## config.mk

```make
export PLATFORM = sky130hd
export DESIGN_NAME = adc_serial_host
export DESIGN_NICKNAME = d
export VERILOG_FILES = /design/src/rtl/adc_host_pkg.sv /design/src/rtl/adc_host_tick.sv /design/src/rtl/adc_host_sync.sv /design/src/rtl/adc_host_capture.sv /design/src/rtl/adc_serial_host.sv
export SDC_FILE = /design/constraint.sdc
export NUM_CORES = 1
export LEC_CHECK = 0
export ABC_AREA = 1
export ABC_CLOCK_PERIOD_IN_PS = 2100
export BUFFER_PORTS_ARGS = -buffer_cell sky130_fd_sc_hd__buf_2
export CORE_MARGIN = 4
export CORE_UTILIZATION = 33
export CTS_BUF_LIST = sky130_fd_sc_hd__clkbuf_4 sky130_fd_sc_hd__clkbuf_8
export CTS_CLUSTER_DIAMETER = 30
export DETAILED_ROUTE_END_ITERATION = 8
export HOLD_SLACK_MARGIN = 0.15
export PLACE_DENSITY = 0.5
export SKIP_CTS_REPAIR_TIMING = 1
export SYNTH_ARGS = -nofsm -noshare
export SYNTH_HDL_FRONTEND = slang
export SYNTH_SLANG_ARGS = --single-unit
```

## constraint.sdc

```tcl
create_clock -name clk_i -period 2.1 [get_ports clk_i]
set_input_delay 0.42 -clock clk_i [delete_from_list [all_inputs] [get_ports clk_i]]
set_output_delay 0.42 -clock clk_i [all_outputs]
set_load 0.005 [all_outputs]
```

## src/rtl/adc_host_pkg.sv

```systemverilog
package adc_host_pkg;
  localparam int unsigned CTRL_W     = 8;
  localparam int unsigned RES_W      = 16;
  localparam int unsigned CH_W       = 3;
  localparam int unsigned FRAME_LONG = 32;
  localparam logic [1:0]  MODE_INT   = 2'b10;

  typedef enum logic [1:0] {ST_IDLE, ST_SHIFT, ST_WLO, ST_WHI} state_t;

  typedef struct packed {
    logic [CH_W-1:0] ch;
    logic            sgl;
    logic [1:0]      mode;
    logic            f32;
  } req_t;

  function automatic logic [CTRL_W-1:0] ctrl_byte(req_t r);
    return {1'b1, r.ch, 1'b0, r.sgl, r.mode};
  endfunction
endpackage

```

## src/rtl/adc_host_tick.sv

```systemverilog
module adc_host_tick #(
  parameter int unsigned HALF_DIV = 2
) (
  input  logic clk_i,
  input  logic rst_ni,
  output logic tick_o
);
  generate
    if (HALF_DIV <= 1) begin : g_direct
      assign tick_o = rst_ni;
    end else begin : g_count
      localparam int unsigned CW = $clog2(HALF_DIV);
      logic [CW-1:0] cnt_q;
      always_ff @(posedge clk_i or negedge rst_ni) begin
        if (!rst_ni) cnt_q <= '0;
        else if (cnt_q == CW'(HALF_DIV - 1)) cnt_q <= '0;
        else cnt_q <= cnt_q + 1'b1;
      end
      assign tick_o = (cnt_q == CW'(HALF_DIV - 1));
    end
  endgenerate
endmodule

```

## src/rtl/adc_host_sync.sv

```systemverilog
module adc_host_sync #(
  parameter int unsigned STAGES = 2
) (
  input  logic clk_i,
  input  logic rst_ni,
  input  logic d_i,
  output logic q_o
);
  logic [STAGES-1:0] pipe_q;
  always_ff @(posedge clk_i or negedge rst_ni) begin
    if (!rst_ni) pipe_q <= {STAGES{1'b1}};
    else pipe_q <= {pipe_q[STAGES-2:0], d_i};
  end
  assign q_o = pipe_q[STAGES-1];
endmodule

```

## src/rtl/adc_host_capture.sv

```systemverilog
module adc_host_capture #(
  parameter int unsigned RES_W = 16,
  parameter int unsigned CH_W  = 3
) (
  input  logic             clk_i,
  input  logic             rst_ni,
  input  logic             arm_i,
  input  logic [CH_W-1:0]  arm_ch_i,
  input  logic             sample_i,
  input  logic             sdi_i,
  output logic [RES_W-1:0] result_o,
  output logic [CH_W-1:0]  channel_o,
  output logic             valid_o
);
  localparam int unsigned CNT_W = $clog2(RES_W + 1);

  logic [CNT_W-1:0] cnt_q;
  logic [RES_W-1:0] sh_q;
  logic [CH_W-1:0]  ch_q;
  logic [RES_W-1:0] sh_nxt;

  assign sh_nxt = {sh_q[RES_W-2:0], sdi_i};

  always_ff @(posedge clk_i or negedge rst_ni) begin
    if (!rst_ni) begin
      cnt_q     <= '0;
      sh_q      <= '0;
      ch_q      <= '0;
      result_o  <= '0;
      channel_o <= '0;
      valid_o   <= 1'b0;
    end else begin
      valid_o <= 1'b0;
      if (arm_i) begin
        cnt_q <= CNT_W'(RES_W);
        ch_q  <= arm_ch_i;
      end else if (sample_i && cnt_q != '0) begin
        sh_q  <= sh_nxt;
        cnt_q <= cnt_q - 1'b1;
        if (cnt_q == CNT_W'(1)) begin
          result_o  <= sh_nxt;
          channel_o <= ch_q;
          valid_o   <= 1'b1;
        end
      end
    end
  end
endmodule

```

## src/rtl/adc_serial_host.sv

```systemverilog
module adc_serial_host
  import adc_host_pkg::*;
#(
  parameter int unsigned HALF_DIV    = 2,
  parameter int unsigned SYNC_STAGES = 2
) (
  input  logic             clk_i,
  input  logic             rst_ni,
  input  logic             start_i,
  output logic             ready_o,
  input  logic [CH_W-1:0]  channel_i,
  input  logic             sgl_dif_i,
  input  logic [1:0]       mode_i,
  input  logic             frame32_i,
  output logic [RES_W-1:0] result_o,
  output logic [CH_W-1:0]  result_channel_o,
  output logic             result_valid_o,
  output logic             cs_n_o,
  output logic             sclk_o,
  output logic             sdo_o,
  input  logic             sdi_i,
  input  logic             busy_i
);
  localparam int unsigned BIT_W = 6;
  localparam logic [BIT_W-1:0] B_CTRL  = BIT_W'(CTRL_W);
  localparam logic [BIT_W-1:0] B_ARM   = BIT_W'(CTRL_W + 1);
  localparam logic [BIT_W-1:0] B_OVL   = BIT_W'(CTRL_W + RES_W);
  localparam logic [BIT_W-1:0] B_SHORT = BIT_W'(CTRL_W + RES_W + 1);
  localparam logic [BIT_W-1:0] B_LONG  = BIT_W'(FRAME_LONG);

  state_t            st_q;
  logic              sclk_q, cs_n_q, sdo_q, pend_q;
  logic [BIT_W-1:0]  bit_q;
  logic [CTRL_W-1:0] ctrl_q;
  req_t              cur_q, pend_r, req_in;
  logic              tick, busy_s;
  logic              is_int, rise_ev, fall_ev, arm;
  logic [BIT_W-1:0]  last_bit;

  adc_host_tick #(.HALF_DIV(HALF_DIV)) u_tick (
    .clk_i(clk_i), .rst_ni(rst_ni), .tick_o(tick)
  );

  adc_host_sync #(.STAGES(SYNC_STAGES)) u_busy_sync (
    .clk_i(clk_i), .rst_ni(rst_ni), .d_i(busy_i), .q_o(busy_s)
  );

  always_comb begin
    req_in.ch   = channel_i;
    req_in.sgl  = sgl_dif_i;
    req_in.mode = mode_i;
    req_in.f32  = frame32_i;
    is_int   = (cur_q.mode == MODE_INT);
    last_bit = cur_q.f32 ? B_LONG : B_SHORT;
    rise_ev  = tick && (st_q == ST_SHIFT) && !sclk_q;
    fall_ev  = tick && (st_q == ST_SHIFT) && sclk_q;
    arm      = (fall_ev && !is_int && bit_q == B_ARM) ||
               ((st_q == ST_WHI) && tick && busy_s);
  end

  always_ff @(posedge clk_i or negedge rst_ni) begin
    if (!rst_ni) begin
      st_q   <= ST_IDLE;
      sclk_q <= 1'b0;
      cs_n_q <= 1'b1;
      sdo_q  <= 1'b0;
      bit_q  <= '0;
      ctrl_q <= '0;
      cur_q  <= '0;
      pend_r <= '0;
      pend_q <= 1'b0;
    end else begin
      if (start_i && !pend_q) begin
        pend_q <= 1'b1;
        pend_r <= req_in;
      end
      unique case (st_q)
        ST_IDLE: begin
          if (tick && pend_q) begin
            cs_n_q <= 1'b0;
            sdo_q  <= 1'b1;
            bit_q  <= BIT_W'(1);
            cur_q  <= pend_r;
            ctrl_q <= ctrl_byte(pend_r);
            pend_q <= 1'b0;
            st_q   <= ST_SHIFT;
          end
        end
        ST_SHIFT: begin
          if (tick) begin
            if (!sclk_q) begin
              sclk_q <= 1'b1;
            end else begin
              sclk_q <= 1'b0;
              if (is_int && bit_q == B_CTRL) begin
                sdo_q <= 1'b0;
                st_q  <= ST_WLO;
              end else if ((is_int && bit_q == B_OVL) || (!is_int && bit_q == last_bit)) begin
                cs_n_q <= 1'b1;
                sdo_q  <= 1'b0;
                bit_q  <= '0;
                st_q   <= ST_IDLE;
              end else if (!is_int && !cur_q.f32 && bit_q == B_OVL && pend_q) begin
                // next start bit rides on the LSB clock
                sdo_q  <= 1'b1;
                bit_q  <= BIT_W'(1);
                cur_q  <= pend_r;
                ctrl_q <= ctrl_byte(pend_r);
                pend_q <= 1'b0;
              end else begin
                sdo_q  <= ctrl_q[CTRL_W-2];
                ctrl_q <= ctrl_q << 1;
                bit_q  <= bit_q + 1'b1;
              end
            end
          end
        end
        ST_WLO: if (!busy_s) st_q <= ST_WHI;
        ST_WHI: begin
          if (tick && busy_s) begin
            bit_q <= B_ARM;
            st_q  <= ST_SHIFT;
          end
        end
        default: st_q <= ST_IDLE;
      endcase
    end
  end

  adc_host_capture #(.RES_W(RES_W), .CH_W(CH_W)) u_cap (
    .clk_i(clk_i), .rst_ni(rst_ni), .arm_i(arm), .arm_ch_i(cur_q.ch),
    .sample_i(rise_ev), .sdi_i(sdi_i), .result_o(result_o),
    .channel_o(result_channel_o), .valid_o(result_valid_o)
  );

  assign ready_o = !pend_q;
  assign cs_n_o  = cs_n_q;
  assign sclk_o  = sclk_q;
  assign sdo_o   = sdo_q;
endmodule

```

======== Word-level counts from Yosys, hierarchy flattened ========
Cells that the tools add are included.
word-level totals
  flip-flop bits (word level) ............. 78
  input port bits ......................... 12
  output and inout port bits .............. 24
  logic and storage cells ................. 141
operators by class
  $add $sub $neg .......................... 3
  equal/unequal tests ..................... 19
  mux-type cells .......................... 59
  bitwise gates (word level) .............. 1
  reductions and logical operators ........ 37
operator list
  cell                                                 count
  2-to-1 mux 7 bit                                     12
  2-to-1 mux 6 bit                                     8
  one-hot mux 7 bit (2 select lines)                   2
  AND reduction 6 bit                                  4
  2-to-1 mux 1 bit                                     23
  one-hot mux 6 bit (3 select lines)                   1
  logical AND 1 bit                                    17
  2-to-1 mux 2 bit                                     7
  equality test 6 x 4 -> 1 bit, second input constant  2
  2-to-1 mux 5 bit                                     2
  != test 2 bit, second input constant                 5
  != test 2 x 1 -> 1 bit, second input constant        4
  one-hot mux 2 bit (4 select lines)                   1
  AND reduction 7 bit                                  1
  adder 6 x 1 -> 6 bit, second input constant          1
  equality test 2 bit, second input constant           3
  equality test 6 x 5 -> 1 bit, second input constant  1
  equality test 6 bit                                  1
  one-hot mux 1 bit (2 select lines)                   3
  equality test 5 x 1 -> 1 bit, second input constant  1
  nonzero test 5 bit                                   1
  subtractor 5 x 1 -> 5 bit, second input constant     1
  zero test 1 bit                                      4
  AND reduction 2 bit                                  2
  other kinds (10)                                     12

======== Depth between registers and ports, before layout ========
Gate-level depths: netlist of the first run.
  word-level depth ........................ 11
  depth in mapped cells ................... 11
  mapped depth without buffers ............ 11

======== Modules after synthesis ========
Synthesis of the first run repeated with hierarchy kept, for this count alone.
second synthesis, totals
  cell total of the unflattened synthesis .. 429
  area total of the unflattened synthesis .. 3692.3 µm²
by module, submodules not included
  module            instances  cells each  area each (µm²)  seq. area each (µm²)
  adc_serial_host   1          227         1841.8           802.0
  adc_host_capture  1          198         1769.2           1076.0
  adc_host_sync     1          2           52.6             52.6
  adc_host_tick     1          2           28.8             25.0

======== Worst setup path after synthesis of the first run ========
OpenSTA, ideal clock, no wires.
  kind .................................... register to register
  from .................................... register st_q[1]
  to ...................................... register u_cap.channel_o[2]
  setup time .............................. 116 ps
  arrival ................................. 1552 ps
  required time ........................... 1984 ps
  slack ................................... 431 ps
  cell stages (with the launch flop) ...... 11
  buffers on the path ..................... 1
  period minus slack after synthesis ...... 1669 ps
  cell sequence ........................... dfrtp_1 > inv_1 > ha_1 > nand3_1 > a21oi_2 > inv_2 > nor2_8 > nand2_1 > buf_2 > nand2_1 > nand2_1
between the ends
  cells in the longest elaborated chain, start to end .. 8
  elaborated cells on any way between the ends .. 13
  those cells by class .................... 2 x eq/ne; 1 x bitwise; 10 x reduce/logical
RTL lines
  what                                      RTL line                                      RTL
  start: declaration                        adc_serial_host.sv:31                         state_t st_q;
  start signal: assignment                  adc_serial_host.sv:63                         st_q <= ST_IDLE;
  start signal: assignment                  adc_serial_host.sv:86                         st_q <= ST_SHIFT;
  start signal: assignment                  adc_serial_host.sv:97                         st_q <= ST_WLO;
  equality test 2 x 1 -> 1 bit              adc_serial_host.sv:55, adc_serial_host.sv:56
  logical AND 1 bit                         adc_serial_host.sv:55, adc_serial_host.sv:56
  logical AND 1 bit                         adc_serial_host.sv:56                         fall_ev = tick && (st_q == ST_SHIFT) && sclk_q;
  logical AND 1 bit (2 in a row)            adc_serial_host.sv:57                         arm = (fall_ev && !is_int && bit_q == B_ARM) ||
  logical OR 1 bit                          adc_serial_host.sv:57
  inverter 1 bit (no source line)           n/a
  AND reduction 3 bit (no source line) (*)  n/a
  end signal: assignment                    adc_host_capture.sv:42                        channel_o <= ch_q;
  end: declaration                          adc_host_capture.sv:12                        output logic [CH_W-1:0] channel_o,
Mark *: on every way between the ends. The rest lies on a longest branch, timed or not.
A chain may end at the register's enable or synchronous reset.

======== Final worst setup path of the first run ========
  from .................................... register st_q[1]
  to ...................................... register u_cap.result_o[2]
between the ends
  cells in the longest elaborated chain, start to end .. 8
  elaborated cells on any way between the ends .. 13
  those cells by class .................... 2 x eq/ne; 1 x bitwise; 10 x reduce/logical
RTL lines
  what                                      RTL line                                      RTL
  equality test 2 x 1 -> 1 bit              adc_serial_host.sv:55, adc_serial_host.sv:56
  logical AND 1 bit                         adc_serial_host.sv:55, adc_serial_host.sv:56
  logical AND 1 bit                         adc_serial_host.sv:56
  logical AND 1 bit (2 in a row)            adc_serial_host.sv:57
  logical OR 1 bit                          adc_serial_host.sv:57
  inverter 1 bit (no source line)           n/a
  AND reduction 3 bit (no source line) (*)  n/a
  end signal: assignment                    adc_host_capture.sv:41                        result_o <= sh_nxt;
  end: declaration                          adc_host_capture.sv:11                        output logic [RES_W-1:0] result_o,
Marks and branches as above.

==> qor.yml, run 1 <==
status: "finished clean"
combPwrFrac_pct: 42.0
min_path_type: "input pin to register"
worst_pin_slew_ps: 381
initial_core_util_pct: 33.8
irDropWorstVdd_mv: 0.603
cts.sinks: 78
crit_type: "register to register"
maxSlewViolCount: 0
cts_tree: "yes"
final_cell_mix: "174 x nand2_1, 75 x dfrtp_1, 51 x nand3_1"
die_y_um: 114
rsz0062_at_grt: "false"
ys_warn_count: 0
final-hold-violation-count: 0
crit_arrival_ps: 2130
ys_ff_latch: 78
tns_ps: 0
ys_seq_area_share_pct: 53.1
grt_start_max_net_pins: 52
drive_gt1_share_pct: 18.5
grt_first_pass_wirelength_um: 13600
gp_congestion: 0.847
crit_path_end_kind: "register"
antennaDiodeCount: 0
num_io_pins: 36
row_count: 38
die_area_sq_um: 12900
antenna_found_initial: 0
worstPathMaxFanout: 20
required_ps: 2350
synthCells: 443
relSlewSlack_pct: 74.6
drc_errors: 0
core_sq_um: 10900
postRouteAntennaNets: 0
maxCapViolCount: 0
mostFrequentLayoutCell: "nand2_1"
fp.dieW_um: 114
leakagePower_nw: 2.39
routedWlPerCell_um: 12.4
yosys.cell_types.count: 27
area_growth_pct: 17.1
slowest_stage: "dfrtp_1"
drt_iter0_markers: 116
crit_chain: "inv_1, ha_1, nand3_1, a21oi_4, inv_2, nor2_8, nand2_1, buf_4, nand2_1, nand2_1"
htreeDepth: 3
period_share_pct: 89.5
cts_root_buf: "clkbuf_8"
nets: 515
cpPeakStageDelay_ps: 420
grtUsageTotal_pct: 13.3
overflow: 0
dr_total_vias: 2916
via_per_inst: 4.57
power_frac_clock_pct: 19.6
grt_pass1_vias: 2854
cts_buffers: 9
syn_nets: 465
fin_skew_ps: 12.8
fmax_mhz: 532
clk_pin_slew_ps: 90
drt_wl_total_um: 7910
swShare_pct: 42.0
start_kind: "register"
dp_hpwl_um: 5700
syn_area_sq_um: 3680
drt_first_pass_iters: 4
clock_latency_ps: 360
pwr-share-seq_pct: 38.4
p_switching_mw: 2.53
p_per_area_nw_per_um2: 1400
cp_common_cell: "nand2_1"
fin_worst_hold_slack_ps: 283
finalSetupViolCount: 0
p_int_mw: 3.50
syn_avg_cell_area_sq_um: 8.32
period_needed_ps: 1880
io_buffers: 35
clk_path_buf_depth: 2
-- metrics by stage --
| step | utilization (%) | power, mW | instances | instance area, sq um | setup WS (ps) |
|---|---|---|---|---|---|
| finish | 39.6 | 6.03 | 638 | 4320 | 219 |
| global route | 39.6 | 6.62 | 638 | 4320 | 28.8 |
| CTS | 39.2 | 6.05 | 634 | 4270 | 162 |
| detailed placement | 37.3 | 4.82 | 618 | 4060 | 181 |
| global placement | 37.3 | 4.79 | 618 | 4060 | 212 |
| floorplan | - | 4.12 | 443 | 3680 | 431 |
-- critical path, delay by kind of cell, from the launching register on --
kind                       cells  cell delay, ps
and+or+nand+nor                5             520
buffers and inverters          3             390
adders and majority gates      1             230
DFF                            1             420
AOI/OAI and AO/OA              1             200
-- power by group through the flow --
stage          registers, mW  logic, mW  clock network (mW)
6_report                2.31       2.53                1.18
5_1_grt                 2.39       2.93                1.30
4_1_cts                 2.32       2.49                1.24
2_1_floorplan           2.28       1.84                   0
3_3_place_gp            2.34       2.45                   0
3_5_place_dp            2.34       2.48                   0
-- per-layer routing --
metal / global-route usage [%] / up-vias / share of wire (%)
met4: 5.29 / 0 / 1.6
met5: 0 / - / 0
li1: - / 1497 / -
met3: 4.08 / 12 / 3.9
met2: 20.8 / 50 / 46
met1: 17.4 / 1357 / 49
-- kinds of logic after synthesis --
family	Yosys count	share of synthesized area, %
adder cells (fa/ha/maj)	10	3.40
XOR/XNOR	1	0.238
AND/OR/NAND/NOR	271	31.4
buffers and inverters	51	5.98
AO/OA/AOI/OAI	25	3.80
multiplexers	7	2.14
flip-flops	78	53.1
-- final timing paths --
check | startpoint | to | slack, ps | cells past startpoint
worst max-delay path | st_q[1] | u_cap.result_o[2] | 220 | 10
min in group asynchronous | rst_ni | u_cap.result_o[1] | 510 | 2
worst min-delay path | channel_i[1] | pend_r[5] | 280 | 2
worst max register to register | st_q[1] | u_cap.result_o[2] | 220 | 10
worst min register to register | u_busy_sync.pipe_q[0] | u_busy_sync.pipe_q[1] | 360 | 0
max in group asynchronous | rst_ni | ctrl_q[5] | 990 | 3
-- cells in the mapped netlist --
library cell | instances | share of area, %
nand2_1 | 174 | 18
dfrtp_1 | 75 | 51
nand3_1 | 51 | 6.9
inv_1 | 37 | 3.8
nor2_1 | 28 | 2.9
o21ai_0 | 12 | 1.6
ha_1 | 10 | 3.4
a21oi_1 | 8 | 1.1
mux2_2 | 7 | 2.1
nand2_2 | 6 | 1.0
buf_2 | 5 | 0.68
nand4_1 | 5 | 0.85
buf_4 | 4 | 0.81
dfstp_2 | 3 | 2.1
inv_2 | 3 | 0.31
a21oi_2 | 2 | 0.48
nand3_2 | 2 | 0.54
nor2_4 | 2 | 0.61
a21boi_0 | 1 | 0.20
buf_6 | 1 | 0.31
clkbuf_1 | 1 | 0.10
nor2_2 | 1 | 0.17
nor2_8 | 1 | 0.54
nor3_1 | 1 | 0.14
o211ai_1 | 1 | 0.20
o21bai_1 | 1 | 0.20
xnor2_1 | 1 | 0.24
-- flip-flops by register name (all words and copies together), names as in the netlist --
| register | cells |
|---|---|
| sdo_o | 1 |
| cur_q | 6 |
| sclk_o | 1 |
| u_busy_sync.pipe_q | 2 |
| u_cap.cnt_q | 5 |
| bit_q | 6 |
| ctrl_q | 7 |
| cs_n_o | 1 |
| u_cap.channel_o | 3 |
| u_cap.result_o | 16 |
| pend_q | 1 |
| u_cap.sh_q | 15 |
| u_cap.valid_o | 1 |
| st_q | 2 |
| u_tick.tick_o | 1 |
| pend_r | 7 |
| u_cap.ch_q | 3 |
-- layout make-up --
cell class / instances / area (sq um)
fillers: 1121 / 6570
flip-flops and latches: 78 / 1960
multi-input cells: 314 / 1520
repair buffers: 50 / 308
well taps: 140 / 175
inverters: 40 / 150
clock buffers: 9 / 124
clock inverters: 7 / 81.3
No activity file was read; power rests on OpenSTA's default activity.
==> run 2: changes to the inputs <==
--- a/config.mk
+++ b/config.mk
@@ -5,7 +5,6 @@
 export SDC_FILE = /design/constraint.sdc
 export NUM_CORES = 1
 export LEC_CHECK = 0
-export ABC_AREA = 1
 export ABC_CLOCK_PERIOD_IN_PS = 2100
 export BUFFER_PORTS_ARGS = -buffer_cell sky130_fd_sc_hd__buf_2
 export CORE_MARGIN = 4
==> run 2 against run 1 <==
  * Combinational power grew 31%
  * Hold slack gained 6.2 ps
  * Clock skew shrank 5.5 ps
  * Fmax shrank 8.4%
  * Critical path type unchanged
  * Critical endpoint is now cur_q[5]
  * Largest power group unchanged
==> qor.yml, run 2 <==
fmax_mhz: 487
ys.flop_type: "dfrtp_1"
syn_avg_cell_area_sq_um: 13.1
fin_area_sq_um: 4560
ys_warn_count: 0
maxCapViolCount: 0
overflow: 0
gp_congestion: 0.817
regMostFlops: "u_cap.result_o"
drt_wl_total_um: 7260
ys_ff_latch: 78
clk_pin_slew_ps: 80
cpPeakStageDelay_ps: 430
layout.cells.non_filler: 501
synth_area_leaders: "dfrtp_1 52%, mux2_2 16%, ha_1 3.4%, dfstp_2 2.2%, mux2_1 1.9%"
status: "finished clean"
ys_seq_area_share_pct: 53.8
synthCells: 277
r2r_start: "bit_q[1]"
reg2reg_to: "cur_q[5]"
via_per_inst: 4.69
slowest_stage: "dfrtp_1"
tns_ps: 0
crit_chain: "or3b_4, a2bb2oi_4, o31a_1, a41oi_4, buf_12, mux2_4"
synth-async-reset-ratio_pct: 100
area_growth_pct: 25.3
grt_pass1_vias: 2449
synthMostInstantiatedCell: "dfrtp_1"
crit_path_end_kind: "register"
fin_skew_ps: 7.34
drt_first_pass_iters: 4
syn_nets: 299
largest_register_ffs: 16
mostFrequentLayoutCell: "dfrtp_1"
ff2ff_setup_slack_ps: 50
required_ps: 2340
dpl_cell_area_sq_um: 4220
row_count: 38
hp-start: "start_i"
irDropWorstVdd_mv: 0.677
cts_buffers: 9
antennaDiodeCount: 0
num_io_pins: 36
final_cell_mix: "72 x dfrtp_1, 48 x mux2_2, 40 x buf_4"
syn_area_sq_um: 3640
routedWlPerCell_um: 14.5
fp.dieW_um: 113
dp_hpwl_um: 5030
p_per_area_nw_per_um2: 1480
start_kind: "register"
final-hold-violation-count: 0
clock_latency_ps: 350
grt_start_max_net_pins: 33
crit_arrival_ps: 2290
cts_tree: "yes"
leakagePower_nw: 2.20
drive_gt1_share_pct: 47.6
dp.cells: 478
core_sq_um: 10800
cts_root_buf: "clkbuf_8"
worstPathMaxFanout: 7
initial_core_util_pct: 33.7
cp-startpoint: "bit_q[1]"
die_y_um: 113
reg2regPathDepth: 6
grt_first_pass_wirelength_um: 12300
clk_path_buf_depth: 2
maxSlewViolCount: 0
relSlewSlack_pct: 68.0
period_share_pct: 97.8
synth_top_cell_area_share_pct: 51.6
yosys.cell_types.count: 57
io_buffers: 35
antenna_found_initial: 0
htreeDepth: 3
cts.sinks: 78
postRouteAntennaNets: 0
crit_type: "register to register"
nets: 378
drt_iter0_markers: 64
synth_common_cells: "75 x dfrtp_1, 53 x mux2_2, 14 x inv_1"
die_area_sq_um: 12800
worst_pin_slew_ps: 472
final_util_pct: 42.2
top_regs: "u_cap.result_o (16), u_cap.sh_q (15)"
grtUsageTotal_pct: 12.0
setup.worst_path.end: "cur_q[5]"
period_needed_ps: 2050
synth_edf_count: 0
synth_top_cell_by_area: "dfrtp_1"
finalSetupViolCount: 0
dr_total_vias: 2351
drc_errors: 0
min_path_type: "input pin to register"
-- run 2: cell count changes in the layout (fill, tap and decap cells not counted), moves of 7 or more --
cell     change
inv_1       -23
nor2_1      -15
nand3_1     -43
mux2_2      +41
o21ai_0      -7
nand2_1    -162
buf_4       +27
-- run 2: cell families (layout without fill, tap and decap cells) --
| kind of cell | Yosys count | after routing | synth area share, % |
|---|---|---|---|
| AO/OA/AOI/OAI | 30 | 30 | 7.54 |
| XOR/XNOR | 5 | 5 | 1.20 |
| adder cells (fa/ha/maj) | 10 | 10 | 3.44 |
| buffers and inverters | 26 | 110 | 3.85 |
| flip-flops | 78 | 78 | 53.8 |
| multiplexers | 65 | 65 | 19.9 |
| AND/OR/NAND/NOR | 63 | 63 | 10.3 |
-- run 2: where the power goes --
group | switching [mW] | leakage (nW) | internal (mW)
logic | 1.46 | 1.12 | 1.86
clock network | 0.574 | 0.0955 | 0.492
registers | 0.349 | 0.985 | 2.02
total | 2.38 | 2.20 | 4.37
-- run 2: critical path, delay by kind of cell (launching register included) --
kind	cells	cell delay, ps
compound gates	3	650
flops	1	430
simple gates	1	400
mux	1	290
buf+inv	1	160
-- run 2: worst min path at each step --
| stage | to | slack (ps) | cells past startpoint |
|---|---|---|---|
| final | pend_q | 290 | 2 |
| after CTS | u_cap.valid_o | -3 | 1 |
| after floorplan | bit_q[0] | 120 | 0 |
| after global placement | u_busy_sync.pipe_q[1] | 350 | 0 |
| after global routing | pend_q | 260 | 2 |
| after detailed placement | u_busy_sync.pipe_q[1] | 360 | 0 |
-- run 2: layout make-up --
type                            count  area (sq um)
Clock inverter                      5          31.3
Timing Repair Buffer               80           571
Fill cell                        1014          6240
Tap cell                          140           175
Multi-Input combinational cell    173          1620
Clock buffer                       11           151
Sequential cell                    78          1960
Inverter                           14          52.6
-- run 2: metal layers --
layer  share of wire (%)  global-route usage (%)
met1                  50                    16.5
met2                  46                    17.8
met3                 3.2                    3.42
met4                 1.2                    4.73
met5                   0                       0
-- run 2: stage by stage --
step           total power [mW]  setup slack, ps  hold WS [ps]
6_report                   6.75             46.3           290
4_1_cts                    6.57            -95.3         -3.04
3_5_place_dp               5.47            -69.0           361
3_3_place_gp               5.43            -49.1           353
5_1_grt                    7.26            -6.55           263
2_1_floorplan              4.42             10.2           124
